[config.mk]
export PLATFORM = sky130hd
export DESIGN_NAME = tsg_frame_gen
export DESIGN_NICKNAME = d
export VERILOG_FILES = /design/src/rtl/tsg_pkg.sv /design/src/rtl/tsg_frame_ctrl.sv /design/src/rtl/tsg_word_gen.sv /design/src/rtl/tsg_out_stage.sv /design/src/rtl/tsg_frame_gen.sv
export SDC_FILE = /design/constraint.sdc
export NUM_CORES = 1
export LEC_CHECK = 0
export ABC_AREA = 1
export BUFFER_PORTS_ARGS = -buffer_cell sky130_fd_sc_hd__buf_2
export CAP_MARGIN = 40
export CORE_MARGIN = 3
export CORE_UTILIZATION = 59
export CTS_CLUSTER_DIAMETER = 50
export CTS_CLUSTER_SIZE = 24
export DETAILED_ROUTE_END_ITERATION = 8
export PLACE_DENSITY = 0.83
export SLEW_MARGIN = 25
export SYNTH_ARGS = -nofsm -noshare
export SYNTH_HDL_FRONTEND = slang
export SYNTH_SLANG_ARGS = --single-unit
[constraint.sdc]
create_clock -name clk -period 5 [get_ports clk]
set_clock_uncertainty 0.2 [all_clocks]
set_input_delay 0 -clock clk [delete_from_list [all_inputs] [get_ports clk]]
set_output_delay 0 -clock clk [all_outputs]
set_load 0.02 [all_outputs]
[src/rtl/tsg_pkg.sv]
package tsg_pkg;

    typedef enum logic {
        PH_IDLE = 1'b0,
        PH_RUN  = 1'b1
    } phase_e;

    typedef struct packed {
        logic valid;
        logic sop;
        logic eop;
    } mark_t;

endpackage

[src/rtl/tsg_frame_ctrl.sv]
module tsg_frame_ctrl
    import tsg_pkg::*;
#(
    parameter int LEN_W = 5
) (
    input  logic             clk,
    input  logic             rst,
    input  logic             clk_en,
    input  logic             start_req,
    input  logic             out_ready,
    input  logic [LEN_W-1:0] frame_len,
    output logic             busy,
    output logic             launch,
    output logic             emit,
    output logic             first_word,
    output logic             last_word
);

    localparam logic [LEN_W-1:0] MIN_LEN = LEN_W'(2);

    typedef struct packed {
        phase_e           phase;
        logic [LEN_W-1:0] len;
        logic [LEN_W-1:0] idx;
    } ctrl_t;

    ctrl_t ctrl_q, ctrl_d;
    logic [LEN_W-1:0] eff_len;
    logic [LEN_W-1:0] cur_idx;

    always_comb begin
        launch     = (ctrl_q.phase == PH_IDLE) && start_req;
        eff_len    = launch ? ((frame_len < MIN_LEN) ? MIN_LEN : frame_len) : ctrl_q.len;
        cur_idx    = launch ? '0 : ctrl_q.idx;
        emit       = ((ctrl_q.phase == PH_RUN) || launch) && out_ready;
        first_word = (cur_idx == '0);
        last_word  = (cur_idx == eff_len - 1'b1);

        ctrl_d = ctrl_q;
        if (launch) begin
            ctrl_d.phase = PH_RUN;
            ctrl_d.len   = eff_len;
            ctrl_d.idx   = '0;
        end
        if (emit) begin
            if (last_word) begin
                ctrl_d.phase = PH_IDLE;
                ctrl_d.idx   = '0;
            end else begin
                ctrl_d.idx = cur_idx + 1'b1;
            end
        end
    end

    always_ff @(posedge clk) begin
        if (rst) begin
            ctrl_q <= '{phase: PH_IDLE, len: MIN_LEN, idx: '0};
        end else if (clk_en) begin
            ctrl_q <= ctrl_d;
        end
    end

    assign busy = (ctrl_q.phase == PH_RUN);

endmodule

[src/rtl/tsg_word_gen.sv]
module tsg_word_gen #(
    parameter int DATA_W = 5
) (
    input  logic              clk,
    input  logic              rst,
    input  logic              clk_en,
    input  logic              launch,
    input  logic              emit,
    input  logic              count_mode,
    input  logic [DATA_W-1:0] start_val,
    output logic [DATA_W-1:0] word
);

    typedef struct packed {
        logic [DATA_W-1:0] nxt;
        logic              step;
    } gen_t;

    gen_t gen_q, gen_d;
    logic step_now;

    always_comb begin
        step_now   = launch ? count_mode : gen_q.step;
        word       = launch ? start_val : gen_q.nxt;
        gen_d.step = step_now;
        gen_d.nxt  = emit ? word + DATA_W'(step_now) : word;
    end

    always_ff @(posedge clk) begin
        if (rst) begin
            gen_q <= '{nxt: '0, step: 1'b1};
        end else if (clk_en) begin
            gen_q <= gen_d;
        end
    end

endmodule

[src/rtl/tsg_out_stage.sv]
module tsg_out_stage
    import tsg_pkg::*;
#(
    parameter int DATA_W = 5
) (
    input  logic              clk,
    input  logic              rst,
    input  logic              clk_en,
    input  logic              emit,
    input  logic              first_word,
    input  logic              last_word,
    input  logic [DATA_W-1:0] word,
    output logic [DATA_W-1:0] out_data,
    output mark_t             out_mark
);

    typedef struct packed {
        logic [DATA_W-1:0] data;
        mark_t             mark;
    } ost_t;

    ost_t ost_q, ost_d;

    always_comb begin
        ost_d.data       = emit ? word : ost_q.data;
        ost_d.mark.valid = emit;
        ost_d.mark.sop   = emit && first_word;
        ost_d.mark.eop   = emit && last_word;
    end

    always_ff @(posedge clk) begin
        if (rst) begin
            ost_q <= '{data: '0, mark: '{valid: 1'b0, sop: 1'b0, eop: 1'b0}};
        end else if (clk_en) begin
            ost_q <= ost_d;
        end
    end

    assign out_data = ost_q.data;
    assign out_mark = ost_q.mark;

endmodule

[src/rtl/tsg_frame_gen.sv]
module tsg_frame_gen
    import tsg_pkg::*;
#(
    parameter int FRAME_LEN = 20,
    parameter int DATA_W    = $clog2(FRAME_LEN),
    parameter int LEN_W     = $clog2(FRAME_LEN + 1)
) (
    input  logic              clk,
    input  logic              rst,
    input  logic              clk_en,
    input  logic              mode_sel,
    input  logic [LEN_W-1:0]  frame_len,
    input  logic [DATA_W-1:0] start_val,
    input  logic              start_req,
    output logic              req_ready,
    input  logic              out_ready,
    output logic [DATA_W-1:0] out_data,
    output logic              out_valid,
    output logic              out_sop,
    output logic              out_eop
);

    logic              busy;
    logic              launch;
    logic              emit;
    logic              first_word;
    logic              last_word;
    logic [DATA_W-1:0] word;
    mark_t             mark;

    tsg_frame_ctrl #(.LEN_W(LEN_W)) u_ctrl (
        .clk        (clk),
        .rst        (rst),
        .clk_en     (clk_en),
        .start_req  (start_req),
        .out_ready  (out_ready),
        .frame_len  (frame_len),
        .busy       (busy),
        .launch     (launch),
        .emit       (emit),
        .first_word (first_word),
        .last_word  (last_word)
    );

    tsg_word_gen #(.DATA_W(DATA_W)) u_gen (
        .clk        (clk),
        .rst        (rst),
        .clk_en     (clk_en),
        .launch     (launch),
        .emit       (emit),
        .count_mode (mode_sel),
        .start_val  (start_val),
        .word       (word)
    );

    tsg_out_stage #(.DATA_W(DATA_W)) u_out (
        .clk        (clk),
        .rst        (rst),
        .clk_en     (clk_en),
        .emit       (emit),
        .first_word (first_word),
        .last_word  (last_word),
        .word       (word),
        .out_data   (out_data),
        .out_mark   (mark)
    );

    assign req_ready = !busy;
    assign out_valid = mark.valid;
    assign out_sop   = mark.sop;
    assign out_eop   = mark.eop;

endmodule

Word-level counts from Yosys, hierarchy flattened
Index checks and enable logic that the tools add are counted.
{"block": "word_totals", "regBits": 25, "latchBits": 0, "mem_bits_rw": 0, "mem_bits_ro": 0, "inputBits": 16, "output_inout_bits": 9, "word_cells": 37, "memories": 0}
{"block": "classes", "add_sub_neg": 3, "mul": 0, "n_div": 0, "n_lt_le_gt_ge": 1, "n_eq_ne": 1, "n_shift": 0, "muxes": 11, "bitwise": 1, "n_reduce_logical": 11}
{"op": "$mux W5", "count": 7}
{"op": "$mux W11", "count": 1}
{"op": "$reduce_and A2 Y1", "count": 3}
{"op": "$add A5 B1 Y5", "count": 1}
{"op": "$add A5 B1 Y5 const B", "count": 1}
{"op": "$eq A5 B5 Y1", "count": 1}
{"op": "$logic_not A5 Y1", "count": 1}
{"op": "$lt A5 B2 Y1 const B", "count": 1}
{"op": "$sub A5 B1 Y5 const B", "count": 1}
{"op": "$logic_and A1 B1 Y1", "count": 4}
{"op": "$mux W1", "count": 3}
{"op": "$reduce_bool A2 Y1", "count": 1}
{"op": "$logic_not A1 Y1", "count": 1}
{"op": "$logic_or A1 B1 Y1", "count": 1}
{"op": "$not A1 Y1", "count": 1}

Logic depth before layout (Yosys ltp)
{"block": "depth", "word_depth": 7, "depth_mapped": 17, "ltp_nobuf": 17}

Hierarchy
A second synthesis with hierarchy kept.
{"block": "unflattened", "cells_unflattened": 253, "area_unflattened_um2": 1577.8}
{"module": "tsg_frame_ctrl", "instances": 1, "cells_each": 139, "area_each_um2": 832.0, "seq_area_each_um2": 220.2}
{"module": "tsg_word_gen", "instances": 1, "cells_each": 68, "area_each_um2": 426.7, "seq_area_each_um2": 120.1}
{"module": "tsg_out_stage", "instances": 1, "cells_each": 45, "area_each_um2": 315.3, "seq_area_each_um2": 160.2}
{"module": "tsg_frame_gen", "instances": 1, "cells_each": 1, "area_each_um2": 3.8, "seq_area_each_um2": 0.0}

Least setup slack after synthesis
OpenSTA, ideal clock, no wires.
{"block": "synth_timing", "kind": "register -> register", "startpoint": "register u_ctrl.ctrl_q (netlist bit u_ctrl.busy)", "endpoint": "register u_ctrl.ctrl_q (netlist bit u_ctrl.busy)", "setup_ns": 0.130, "arrival_time_ns": 1.846, "required_ns": 4.670, "slack_ns": 2.824, "stages_incl_launch_ff": 17, "n_path_buf": 1, "synth_period_minus_slack_ns": 2.176, "path_cell_list": "dfxtp_1 inv_2 nand2_4 buf_6 nor2_4 a21oi_2 ha_1 nand3_1 nand2_1 nor2_1 nand2_1 nor2_2 nand2_1 nor2_1 nand2_1 nand2_1 a21oi_1"}
{"block": "synth_between", "elab_chain_cells": 7, "word_cells_on_any_way": 11, "classes_between": "add/sub: 1; eq/ne: 1; mux: 5; bitwise: 1; reduce/logical: 3"}
{"element": "from (decl)", "line": "tsg_frame_ctrl.sv:27", "text": "ctrl_t ctrl_q, ctrl_d;"}
{"element": "from (signal assigned)", "line": "tsg_frame_ctrl.sv:57", "text": "ctrl_q <= '{phase: PH_IDLE, len: MIN_LEN, idx: '0};"}
{"element": "from (signal assigned)", "line": "tsg_frame_ctrl.sv:59", "text": "ctrl_q <= ctrl_d;"}
{"element": "$not A1 Y1", "line": "tsg_frame_ctrl.sv:32", "text": "launch = (ctrl_q.phase == PH_IDLE) && start_req;"}
{"element": "$logic_and A1 B1 Y1", "line": "tsg_frame_ctrl.sv:32"}
{"element": "$mux W5", "line": "tsg_frame_ctrl.sv:33", "text": "eff_len = launch ? ((frame_len < MIN_LEN) ? MIN_LEN : frame_len) : ctrl_q.len;"}
{"element": "$sub A5 B1 Y5", "line": "tsg_frame_ctrl.sv:37", "text": "last_word = (cur_idx == eff_len - 1'b1);"}
{"element": "$eq A5 B5 Y1", "line": "tsg_frame_ctrl.sv:37"}
{"element": "$mux W1", "line": "tsg_frame_ctrl.sv:46", "text": "if (last_word) begin"}
{"element": "$mux W1 *", "line": "tsg_frame_ctrl.sv:45", "text": "if (emit) begin"}
Every way passes the cells marked *; elsewhere a longest branch is shown, timed or not. The select of a mux whose other input is x is not followed.
A chain may end at the register's enable or synchronous reset.

Worst setup path after layout
Ends and elaborated chain as after synthesis.

==> results.py <==
metrics = {
    "sta": {
        "worstMarginPinSlew_ns": 0.5111,
        "period_minus_slack_ns": 3.586,
        "slew_viol_final": 0,
        "hold_viol": 0,
        "grt_setup_unrepaired": "false",
        "setup_ws_ns": 1.414,
        "tns_ns": 0,
        "max_slew_margin_pct": 65.80,
        "timing.fmax_mhz": 278.8,
        "finalCritPeriodShare_pct": 71.73,
        "setup_viol": 0,
    },
    "worst_hold_path": {
        "hp-class": "input port to register",
    },
    "clock_network": {
        "cts_buffer_depth": 2,
        "cts_resized": 0,
        "tritoncts": "yes",
        "root_buffer": "clkbuf_4",
        "cts_num_sinks": 25,
        "cts_setup_buffers": 0,
        "path_clk_slew_ns": 0.15,
        "cts_inserted_buffers": 3,
        "hold_buffers": 20,
        "htree_levels": 1,
        "clk_latency_ns": 0.34,
    },
    "job": {
        "maxCapViolations": 0,
    },
    "power_and_ir_drop": {
        "power_density_nw_per_um2": 231.1,
        "leakagePower_uw": 0.0009256,
        "irDropWorstVdd_v": 0.0003137,
    },
    "worst_setup_path": {
        "crit_chain": "inv_2 > nand2_4 > nand2_1 > inv_1 > a21oi_2 > ha_1 > nand3_1 > nand2_1 > nor2_1 > nand2_1 > nor2_2 > nand2_1 > nor2_1 > nand2_1 > nand2_1 > dlygate4sd3_1 > a21oi_1 > dlygate4sd3_1",
        "worstPathRequired_ns": 5.05,
        "start_kind": "register",
        "cp.arrival_ns": 3.64,
        "cp_slowest_cell": "dlygate4sd3_1",
        "critPathKind": "register to register",
        "cp_max_fo": 24,
        "cpMostUsedCell": "nand2_1",
        "max_stage_delay_ns": 0.56,
        "critPathCaptureType": "register",
    },
    "floorplan": {
        "core_um2": 2318,
        "die_w_um": 56.53,
        "core.rowCount": 17,
        "die_y_um": 56.53,
        "start_util_pct": 64.98,
        "io_pins": 25,
        "die_area_um2": 3196,
    },
    "place": {
        "port_buffers": 24,
        "place_congestion": 0.8402,
        "dp_slack_ns": 2.602,
        "dp_hpwl_um": 2536,
        "placed_area_um2": 1628,
    },
    "grt": {
        "grt-ovfl-total": 0,
        "grt_pass1_wl_um": 6348,
        "grt_max_degree": 25,
        "grt_pass1_vias": 1541,
        "antenna_found_initial": 0,
        "grtUsageTotal_pct": 25.00,
    },
    "route": {
        "vias": 1644,
        "first_pass_iters": 4,
        "wl_um": 3835,
        "wl_per_cell_um": 12.74,
        "drt_iter0_markers": 88,
        "drc": 0,
        "via_per_inst": 5.462,
        "antenna_left": 0,
    },
    "synthesis": {
        "synth_warnings": 0,
        "synth.largest_area_cell": "dfxtp_1",
        "synth_top_area_share_pct": 33.22,
        "synth_area_leaders": "dfxtp_1 33%, nand2_1 16%, nand3_1 7.0%, a21oi_1 6.6%, inv_1 6.5%",
        "synth.distinct_cells": 29,
        "yosys.cell_count.top_type": "nand2_1",
        "synth_edf_count": 0,
        "synth_seq_cells": 25,
        "synth-main-ff-cell": "dfxtp_1",
        "ys_async_sr_fraction_pct": 0,
        "ys_seq_area_share_pct": 33.22,
        "synth_common_cells": "65 x nand2_1, 26 x inv_1, 25 x dfxtp_1",
        "syn_area_um2": 1506,
        "postSynthAreaPerCell_um2": 6.550,
        "synthCells": 230,
        "syn_nets": 251,
    },
    "layout": {
        "syn2layout_area_growth_pct": 23.92,
        "fill_cells": 170,
        "fin_area_um2": 1867,
        "drive_gt1_share_pct": 15.38,
        "nets": 295,
        "diodes": 0,
    },
    "status": {
        "status": "completed",
    },
}
[path summary, 6_finish.rpt]
path              slack, ns              from           endpoint  cells after the start
setup / recovery       1.41       u_ctrl.busy        u_ctrl.busy                     18
hold / removal         0.03         start_req  u_out.out_mark[2]                      5
setup reg to reg       1.41       u_ctrl.busy        u_ctrl.busy                     18
hold reg to reg        0.27  u_ctrl.ctrl_q[9]   u_ctrl.ctrl_q[9]                      2
[worst max-delay path, delay by kind of cell, from the launching register on]
| family | cells | cell delay, ns |
|---|---|---|
| buf+inv | 4 | 1.29 |
| simple gates | 11 | 1.15 |
| fa+ha+maj | 1 | 0.32 |
| compound gates | 2 | 0.09 |
| flops | 1 | 0.45 |
[routing by layer]
metal | up-vias | wire length [um] | track usage, % | share of wire (%)
met5 | - | 0 | 0 | 0
met2 | 42 | 1925 | 45.54 | 50
met3 | 19 | 151 | 5.747 | 3.9
met1 | 755 | 1593 | 26.12 | 42
met4 | 0 | 165 | 13.22 | 4.3
li1 | 828 | - | - | -
[cell usage in the layout, fill, tap and decap left out, types with 2 or more instances in the layout]
| master | n |
|---|---|
| inv_1 | 26 |
| xor2_1 | 5 |
| ha_1 | 5 |
| nand2_1 | 65 |
| dfxtp_1 | 25 |
| dlygate4sd3_1 | 20 |
| nor2_1 | 20 |
| clkbuf_4 | 3 |
| nand4_1 | 2 |
| buf_2 | 24 |
| o211ai_1 | 3 |
| a21oi_1 | 20 |
| nor2_2 | 2 |
| a221oi_1 | 2 |
| o21ai_0 | 12 |
| inv_2 | 4 |
| nand3_1 | 21 |
[flip-flops by register name (all words and copies together) (netlist names)]
register,flops
u_ctrl.ctrl_q,10
u_gen.gen_q,6
u_out.out_data,5
u_out.out_mark,3
u_ctrl.busy,1
[cell families after synthesis]
kind of cell / Yosys count / share of synthesized area, %
AOI/OAI and AO/OA: 41 / 15.28
adders and majority gates: 5 / 4.153
buffers and inverters: 36 / 9.717
and+or+nand+nor: 116 / 33.47
muxes: 1 / 0.6645
DFF: 25 / 33.22
xor gates and xnor gates: 6 / 3.488
[per-stage QoR]
step | std cells | hold slack, ns | utilization (%) | total power, uW
6_report | 301 | 0.02850 | 80.52 | 431.5
5_1_grt | 301 | 0.04160 | 80.52 | 452.9
4_1_cts | 300 | 0.02336 | 80.19 | 427.2
3_5_place_dp | 276 | 0.1035 | 70.21 | 315.8
3_3_place_gp | 276 | 0.09689 | 70.21 | 314.1
2_1_floorplan | 230 | -0.02411 | - | 292.1
[report_power, final]
group	leakage (uW)	switching, uW	internal, uW
Clock	0.0000183	68.7	32.7
Sequential	0.000204	5.50	209
Combinational	0.000703	69.7	45.7
Total	0.000926	144	288
[cell type report]
| cell class | instances | area (um^2) | share of cell area (%) |
|---|---|---|---|
| Tap cell | 28 | 35.03 | 1.877 |
| Timing Repair Buffer | 45 | 327.8 | 17.56 |
| Multi-Input combinational cell | 169 | 859.6 | 46.05 |
| Sequential cell | 25 | 500.5 | 26.81 |
| Clock buffer | 3 | 22.52 | 1.206 |
| Inverter | 30 | 112.6 | 6.032 |
| Clock inverter | 1 | 8.758 | 0.4692 |
(Power assumes the default switching activity.)
